==> config.mk <==
export PLATFORM = sky130hd
export DESIGN_NAME = tcc_unit
export DESIGN_NICKNAME = d
export VERILOG_FILES = /design/src/rtl/tcc_pkg.sv /design/src/rtl/tcc_evt_sync.sv /design/src/rtl/tcc_edge_prescale.sv /design/src/rtl/tcc_compare.sv /design/src/rtl/tcc_unit.sv
export SDC_FILE = /design/constraint.sdc
export NUM_CORES = 1
export LEC_CHECK = 0
export ABC_CLOCK_PERIOD_IN_PS = 4200
export BUFFER_PORTS_ARGS = -buffer_cell sky130_fd_sc_hd__buf_4
export CORE_MARGIN = 8
export CORE_UTILIZATION = 50
export CTS_CLUSTER_DIAMETER = 60
export CTS_CLUSTER_SIZE = 12
export DETAILED_ROUTE_END_ITERATION = 10
export GPL_TIMING_DRIVEN = 0
export PLACE_DENSITY = 0.8
export REMOVE_ABC_BUFFERS = 1
export SYNTH_ARGS = -nofsm -noshare
export SYNTH_HDL_FRONTEND = slang
export SYNTH_SLANG_ARGS = --single-unit
==> constraint.sdc <==
create_clock -name clk -period 4.2 [get_ports clk]
set_clock_uncertainty 0.2 [all_clocks]
set_input_delay 0.42 -clock clk [delete_from_list [all_inputs] [get_ports clk]]
set_output_delay 0.42 -clock clk [all_outputs]
set_load 0.005 [all_outputs]
==> src/rtl/tcc_pkg.sv <==
package tcc_pkg;
  typedef logic [3:0] tcc_mode_t;

  localparam tcc_mode_t M_OFF         = 4'b0000;
  localparam tcc_mode_t M_CAP_FALL    = 4'b0100;
  localparam tcc_mode_t M_CAP_RISE    = 4'b0101;
  localparam tcc_mode_t M_CAP_DIV_A   = 4'b0110;
  localparam tcc_mode_t M_CAP_DIV_B   = 4'b0111;
  localparam tcc_mode_t M_CMP_SET     = 4'b1000;
  localparam tcc_mode_t M_CMP_CLR     = 4'b1001;
  localparam tcc_mode_t M_CMP_FLAG    = 4'b1010;
  localparam tcc_mode_t M_CMP_SPECIAL = 4'b1011;

  function automatic logic is_cmp(tcc_mode_t m);
    return m[3:2] == 2'b10;
  endfunction

  function automatic logic is_div(tcc_mode_t m);
    return (m == M_CAP_DIV_A) || (m == M_CAP_DIV_B);
  endfunction
endpackage

==> src/rtl/tcc_evt_sync.sv <==
module tcc_evt_sync #(
  parameter int STAGES = 2
) (
  input  logic clk,
  input  logic rst_n,
  input  logic evt_async,
  output logic rise,
  output logic fall
);
  // chain[STAGES-1] is the synchronized level, chain[STAGES] its delayed copy
  logic [STAGES:0] chain;

  genvar g;
  generate
    for (g = 0; g <= STAGES; g++) begin : g_stage
      if (g == 0) begin : g_first
        always_ff @(posedge clk or negedge rst_n)
          if (!rst_n) chain[g] <= 1'b0;
          else        chain[g] <= evt_async;
      end else begin : g_next
        always_ff @(posedge clk or negedge rst_n)
          if (!rst_n) chain[g] <= 1'b0;
          else        chain[g] <= chain[g-1];
      end
    end
  endgenerate

  assign rise = chain[STAGES-1] & ~chain[STAGES];
  assign fall = ~chain[STAGES-1] & chain[STAGES];
endmodule

==> src/rtl/tcc_edge_prescale.sv <==
module tcc_edge_prescale #(
  parameter int DIV_A = 4,
  parameter int DIV_B = 16
) (
  input  logic clk,
  input  logic rst_n,
  input  logic clear,
  input  logic sel_b,
  input  logic rise,
  output logic tick
);
  localparam int DMAX = (DIV_B > DIV_A) ? DIV_B : DIV_A;
  localparam int CW   = (DMAX > 2) ? $clog2(DMAX) : 1;
  localparam logic [CW-1:0] LIM_A = CW'(DIV_A - 1);
  localparam logic [CW-1:0] LIM_B = CW'(DIV_B - 1);

  logic [CW-1:0] cnt;
  logic [CW-1:0] lim;

  assign lim  = sel_b ? LIM_B : LIM_A;
  assign tick = rise & ~clear & (cnt == lim);

  always_ff @(posedge clk or negedge rst_n) begin
    if (!rst_n)      cnt <= '0;
    else if (clear)  cnt <= '0;
    else if (tick)   cnt <= '0;
    else if (rise)   cnt <= cnt + 1'b1;
  end
endmodule

==> src/rtl/tcc_compare.sv <==
module tcc_compare #(
  parameter int W = 16
) (
  input  logic         clk,
  input  logic         rst_n,
  input  logic         active,
  input  logic [W-1:0] timer,
  input  logic [W-1:0] cmp_val,
  output logic         fire
);
  logic eq;
  logic matched_q;

  assign eq   = (timer == cmp_val);
  assign fire = active & eq & ~matched_q;

  always_ff @(posedge clk or negedge rst_n)
    if (!rst_n) matched_q <= 1'b0;
    else        matched_q <= active & eq;
endmodule

==> src/rtl/tcc_unit.sv <==
module tcc_unit
  import tcc_pkg::*;
#(
  parameter int TW          = 16,
  parameter int SYNC_STAGES = 2,
  parameter int DIV_A       = 4,
  parameter int DIV_B       = 16
) (
  input  logic          clk,
  input  logic          rst_n,
  input  logic [TW-1:0] timer_val,
  input  logic          evt_in,
  input  logic [3:0]    mode,
  input  logic          adc_enabled,
  input  logic          hold_wr_en,
  input  logic [TW-1:0] hold_wr_data,
  input  logic          flag_clr,
  output logic [TW-1:0] hold_rd_data,
  output logic          irq_flag,
  output logic          out_pin,
  output logic          timer_rst_req,
  output logic          adc_start_req
);
  tcc_mode_t mode_q;
  logic      entry;
  logic      ev_rise, ev_fall, div_tick;
  logic      cap_ev, cmp_fire, set_ev;
  logic      special;
  logic      out_nx;
  logic [TW-1:0] hold_q;

  assign entry = (mode != mode_q);

  tcc_evt_sync #(.STAGES(SYNC_STAGES)) u_sync (
    .clk(clk), .rst_n(rst_n), .evt_async(evt_in),
    .rise(ev_rise), .fall(ev_fall)
  );

  tcc_edge_prescale #(.DIV_A(DIV_A), .DIV_B(DIV_B)) u_div (
    .clk(clk), .rst_n(rst_n),
    .clear(~is_div(mode) | entry),
    .sel_b(mode == M_CAP_DIV_B),
    .rise(ev_rise), .tick(div_tick)
  );

  tcc_compare #(.W(TW)) u_cmp (
    .clk(clk), .rst_n(rst_n), .active(is_cmp(mode)),
    .timer(timer_val), .cmp_val(hold_q), .fire(cmp_fire)
  );

  always_comb begin
    cap_ev = 1'b0;
    unique case (mode)
      M_CAP_FALL:               cap_ev = ev_fall;
      M_CAP_RISE:               cap_ev = ev_rise;
      M_CAP_DIV_A, M_CAP_DIV_B: cap_ev = div_tick;
      default:                  cap_ev = 1'b0;
    endcase
  end

  assign set_ev  = cap_ev | cmp_fire;
  assign special = cmp_fire & (mode == M_CMP_SPECIAL);

  always_comb begin
    out_nx = 1'b0;
    case (mode)
      M_CMP_SET:     out_nx = cmp_fire ? 1'b1 : (entry ? 1'b0 : out_pin);
      M_CMP_CLR:     out_nx = cmp_fire ? 1'b0 : (entry ? 1'b1 : out_pin);
      M_CMP_FLAG,
      M_CMP_SPECIAL: out_nx = out_pin;
      default:       out_nx = 1'b0;
    endcase
  end

  always_ff @(posedge clk or negedge rst_n) begin
    if (!rst_n) begin
      mode_q        <= M_OFF;
      hold_q        <= '0;
      irq_flag      <= 1'b0;
      out_pin       <= 1'b0;
      timer_rst_req <= 1'b0;
      adc_start_req <= 1'b0;
    end else begin
      mode_q <= mode;
      if (cap_ev)          hold_q <= timer_val;
      else if (hold_wr_en) hold_q <= hold_wr_data;
      if (set_ev)          irq_flag <= 1'b1;
      else if (flag_clr)   irq_flag <= 1'b0;
      out_pin       <= out_nx;
      timer_rst_req <= special;
      adc_start_req <= special & adc_enabled;
    end
  end

  assign hold_rd_data = hold_q;
endmodule

Yosys cells after proc, flatten, opt, wreduce, memory -nomap -nowiden
Cells that the tools add are included.
{"block": "classes", "add_sub_neg": 1, "eq_ne": 14, "muxes": 14, "bitwise": 16, "n_reduce_logical": 7}
{"cell": "$mux 16", "n": 2}
{"cell": "$eq 16x16->1", "n": 1}
{"cell": "$eq 4x3->1 const B", "n": 4}
{"cell": "$eq 4x4->1 const B", "n": 4}
{"cell": "$mux 4", "n": 4}
{"cell": "$and 1x1->1", "n": 8}
{"cell": "$mux 1", "n": 6}
{"cell": "$ne 3x3->1 const B", "n": 2}
{"cell": "$not 1->1", "n": 6}
{"cell": "$pmux 1 s3", "n": 2}
{"cell": "$add 4x1->4 const B", "n": 1}
{"cell": "$eq 4x4->1", "n": 1}
{"cell": "$ne 4x4->1", "n": 1}
{"cell": "$reduce_bool 2->1", "n": 2}
{"cell": "$reduce_or 2->1", "n": 2}
{"cell": "$reduce_and 3->1", "n": 1}
{"cell": "$reduce_bool 3->1", "n": 1}
{"cell": "$eq 2x2->1 const B", "n": 1}
{"cell": "$or 1x1->1", "n": 2}
{"cell": "$logic_or 1x1->1", "n": 1}
{"block": "word_totals", "regBits": 32, "input_bits": 42, "output_inout_bits": 20, "elab_cells": 63}

Logic depth before layout (Yosys ltp)
{"block": "logic_depth", "ltp_word": 10, "ltp_mapped": 6, "mapped_depth_nobuf": 5}

Modules after synthesis
Synthesis repeated with hierarchy kept, for this count alone.
{"block": "hier_totals", "hier_cells": 155, "area_unflattened_um2": 1710.4}
{"module": "tcc_unit", "n_inst": 1, "cells_per_inst": 102, "area_each_um2": 1186.1, "seq_area_each_um2": 600.6}
{"module": "tcc_edge_prescale", "n_inst": 1, "cells_per_inst": 24, "area_each_um2": 222.7, "seq_area_each_um2": 100.1}
{"module": "tcc_compare", "n_inst": 1, "cells_per_inst": 24, "area_each_um2": 211.5, "seq_area_each_um2": 25.0}
{"module": "tcc_evt_sync", "n_inst": 1, "cells_per_inst": 5, "area_each_um2": 90.1, "seq_area_each_um2": 75.1}

Least setup slack after synthesis
No wires, ideal clock.
{"block": "synth_timing", "path_kind": "flip-flop to flip-flop", "from": "reg u_div.cnt[0]", "to": "reg irq_flag", "setup_time_ns": 0.128, "t_arrival_ns": 1.459, "required_ns": 3.872, "slack_ns": 2.413, "path_stages_with_launch": 6, "path_buffers": 1, "synth_period_minus_slack_ns": 1.787, "cell_sequence": "dfrtp_1 ha_1 and4b_1 a32oi_2 buf_4 nand3b_1"}
{"block": "synth_via", "elab_chain_len": 5, "elab_cells_between_ends": 6, "cone_classes": "eq/ne: 1; mux: 2; bitwise: 2; reduce/logical: 1"}
{"item": "start: declaration", "line": "tcc_edge_prescale.sv:17", "rtl": "logic [CW-1:0] cnt;"}
{"item": "start signal: assignment", "line": "tcc_edge_prescale.sv:27", "rtl": "else if (rise) cnt <= cnt + 1'b1;"}
{"item": "$eq 4x4->1 *", "line": "tcc_edge_prescale.sv:21", "rtl": "assign tick = rise & ~clear & (cnt == lim);"}
{"item": "$and 1x1->1 *", "line": "tcc_edge_prescale.sv:21"}
{"item": "$pmux 1 s3 *", "line": "tcc_unit.sv:53", "rtl": "unique case (mode)"}
{"item": "$or 1x1->1 *", "line": "tcc_unit.sv:61", "rtl": "assign set_ev = cap_ev | cmp_fire;"}
{"item": "$mux 1 / $reduce_bool 2->1 (equally long branches)"}
{"item": "end signal: assignment", "line": "tcc_unit.sv:79", "rtl": "irq_flag <= 1'b0;"}
{"item": "end signal: assignment", "line": "tcc_unit.sv:87", "rtl": "if (set_ev) irq_flag <= 1'b1;"}
{"item": "end signal: assignment", "line": "tcc_unit.sv:88", "rtl": "else if (flag_clr) irq_flag <= 1'b0;"}
{"item": "end: declaration", "line": "tcc_unit.sv:19", "rtl": "output logic irq_flag,"}
Mark *: on every way between the ends. The rest lies on a longest branch, timed or not.
A chain may end at the register's enable or synchronous reset.

Worst setup path in the final report
{"block": "layout_timing", "from": "reg u_div.cnt[0]", "to": "reg hold_q[1] (netlist: hold_rd_data[1])"}
{"block": "layout_via", "elab_chain_len": 4, "elab_cells_between_ends": 5, "cone_classes": "eq/ne: 1; mux: 2; bitwise: 1; reduce/logical: 1"}
{"item": "$eq 4x4->1 *", "line": "tcc_edge_prescale.sv:21"}
{"item": "$and 1x1->1 *", "line": "tcc_edge_prescale.sv:21"}
{"item": "$pmux 1 s3 *", "line": "tcc_unit.sv:53"}
{"item": "$mux 16 / $reduce_bool 2->1 (equally long branches)"}
{"item": "end signal: assignment", "line": "tcc_unit.sv:85", "rtl": "if (cap_ev) hold_q <= timer_val;"}
{"item": "end signal: assignment", "line": "tcc_unit.sv:86", "rtl": "else if (hold_wr_en) hold_q <= hold_wr_data;"}
{"item": "end: declaration", "line": "tcc_unit.sv:30", "rtl": "logic [TW-1:0] hold_q;"}
Marks and branches as above.

==> key figures <==
Status
  – Run status: completed

Layout
  – Fill count: 271
  – Fin area: 2380 um^2
  – Final core utilization: 0.708
  – Share of cells above drive strength 1: 0.471
  – Synth-to-Final Area Change: 35.4%
  – Most common cell after layout, fill and taps aside: buf_4
  – Leading cell types in the layout, fill and taps excluded: buf_4, dfrtp_1, mux2i_1, a21oi_2, xor2_1
  – Nets: 267
  – N_diodes: 0

Placed design
  – Post-DP HPWL: 3170 um
  – Area after DPL: 2270 um^2
  – Routability cong.: 0.766
  – Port bufs: 61

STA
  – Final TNS setup: 0 ps
  – Final Critical Period: 2250 ps
  – Fraction of the cycle the final worst path needs: 0.535
  – Fmax: 445 MHz
  – Max-slew violation count: 0
  – Rel. slew slack: 0.471
  – Final setup viols: 0
  – Final Hold Viols: 0
  – Tightest Pin Transition: 793 ps
  – RSZ-0062 raised after global routing: no

Critical path
  – Delay of the slowest cell on the worst path: 700 ps
  – Worst path bufs/invs: 1
  – CP Capture Type: register
  – Worst path required time: 4270 ps
  – Setup crit start kind: register
  – CP Class: register to register
  – Slowest-stage cell, CP: a32oi_4
  – Largest fanout on the critical path: 19
  – Critical Path, Cell by Cell: ha_1 -> and4b_1 -> a32oi_4 -> buf_16 -> nor2_1 -> a21oi_2
  – CP top delay family: compound AO/OA/AOI/OAI gates
  – Arrival time worst endpoint: 2320 ps

Clock tree
  – # clock sinks: 32
  – Reg clk slew, reported paths: 100 ps
  – CTS buffer count: 5
  – Root Driver: clkbuf_4
  – Post-CTS Setup Bufs: 0
  – CTS max path bufs: 2
  – H-tree depth: 2
  – Worst skew pair latency: 340 ps
  – CTS tree: done

Power
  – LEAKAGE: 1.09 nW
  – VDD IR max: 0.000207 V
  – Pwr Density: 322 nW/um^2
  – Final Power: 768 uW

Floorplan
  – Row count: 21
  – Die W: 75.3 um
  – Die ar.: 5670 um^2
  – Die height: 75.3 um
  – Starting density of the core: 0.523
  – Core Region: 3360 um^2
  – IO Count: 62

Synth
  – Top_reg_cell synth: dfrtp_1
  – Post-Synthesis Cells: 158
  – Post-synth EDFFs: 0
  – Sequential share of the synthesized area: 0.455
  – Mapped Avg Cell Area: 11.1 um^2
  – Synth unique cells: 39
  – Main combinational cell family by area after synthesis: simple AND/OR/NAND/NOR gates
  – Netlist Area Pre-Place: 1760 um^2
  – Fraction of the mapped netlist area in adder cells: 0.00711
  – Post-synthesis async set-or-reset flop share: 1.00
  – Dominant cells by area after synthesis: dfrtp_1, mux2i_1, a21oi_2, xor2_1, nor2_2
  – Synth Area in XOR/XNOR: 0.0946
  – Yosys reg bits: 32
  – Synth warnings: 0
  – Synth area leader: dfrtp_1
  – Post-synthesis mux area share: 0.0989
  – Post-synthesis simple-gate area fraction: 0.188
  – Synth Area in Compound Gates: 0.130
  – Synth top area share: 0.455

Routing
  – DRT antenna net count: 0
  – Wire length per cell: 15.0 um
  – Vias per cell: 5.23
  – Post-route DRC: 0
  – Overall routed net length: 4060 um
  – First-pass DRT Iterations: 4
  – DR vias: 1417
  – DR iter-0 viols: 63

Global routing
  – First-pass GRT wire length: 6620 um
  – Vias in the first global route: 1505
  – Largest net degree at the start of global routing: 33
  – Initial antenna violation count: 0
  – Grt ovf: 0
  – Tot GR Track Use: 0.154

Worst hold path
  – Min-Delay Path Class: input port to register

Flow run
  – Number of max-cap violations: 0
==> timing repair <==
| item | in CTS | in global routing |
|---|---|---|
| hold buffers | 2 | 0 |
| hold endpoints to repair | 33 | 0 |
| gates resized for setup | 0 | 0 |
==> logic make-up after synthesis <==
group	Yosys count
AND/OR/NAND/NOR	55
flip-flops	32
AO/OA/AOI/OAI	29
XOR/XNOR	19
multiplexers	17
buffers and inverters	5
adder cells (fa/ha/maj)	1
==> path summary, 6_finish.rpt <==
check                                start          endpoint  slack, ps  cells after the start
setup / recovery              u_div.cnt[0]   hold_rd_data[1]       1950                      6
min in group asynchronous            rst_n   hold_rd_data[4]        350                      2
setup reg to reg              u_div.cnt[0]   hold_rd_data[1]       1950                      6
max in group asynchronous            rst_n  hold_rd_data[15]       3160                      2
hold / removal                     mode[3]         mode_q[3]         40                      1
hold reg to reg            u_sync.chain[0]   u_sync.chain[1]        160                      0
==> through the flow <==
| stage | hold WS (ps) | setup WS, ps | instances |
|---|---|---|---|
| finish | 40.5 | 1950 | 271 |
| global route | 33.2 | 1860 | 271 |
| CTS | 22.0 | 1940 | 271 |
| detailed placement | 141 | 1790 | 261 |
| global placement | 140 | 993 | 260 |
| floorplan | -75.6 | 1510 | 153 |
==> report_power, final <==
group	switching [mW]	total [mW]	leakage (nW)	internal (mW)
logic	0.0639	0.153	0.645	0.0886
registers	0.0210	0.351	0.393	0.330
clock network	0.106	0.264	0.0515	0.158
total	0.191	0.768	1.09	0.577
==> final cells by class <==
cell class              instances  area (um^2)  share of cell area
well taps                      46         57.6              0.0242
clock inverters                 1         30.0              0.0126
clock buffers                   7         65.1              0.0273
multi-input cells             121          923               0.388
repair buffers                 64          505               0.212
flip-flops and latches         32          801               0.336
==> registers in the layout, summed over array words and instances (netlist names) <==
| signal | flops |
|---|---|
| hold_rd_data | 16 |
| mode_q | 4 |
| u_div.cnt | 4 |
| u_sync.chain | 3 |
| adc_start_req | 1 |
| irq_flag | 1 |
| out_pin | 1 |
| timer_rst_req | 1 |
| u_cmp.matched_q | 1 |
==> synthesized netlist by cell type, types with 2 or more instances <==
library cell,count
dfrtp_1,32
a21oi_2,16
mux2i_1,16
xor2_1,15
nor2_2,13
nor2_1,7
a21oi_1,6
nand2_1,6
nor4_1,4
xnor2_1,4
nor3_1,3
buf_4,2
buf_6,2
nand2b_1,2
nand3_1,2
nand3b_1,2
nand4_1,2
nor3b_1,2
o21ai_0,2
==> layer usage <==
layer  GRT usage  routed length (um)  vias up
li1            -                   -      698
met1       0.173                1720      677
met2       0.257                2060       37
met3      0.0461                 231        5
met4      0.0810                  54        0
met5           0                   0        -
==> worst reg2reg max path, stage by stage (launching register included) <==
cell and delay [ps]:
dfrtp_1 420, ha_1 250, and4b_1 220, a32oi_4 700
buf_16 250, nor2_1 70, a21oi_2 90
No activity file was read; power rests on OpenSTA's default activity.
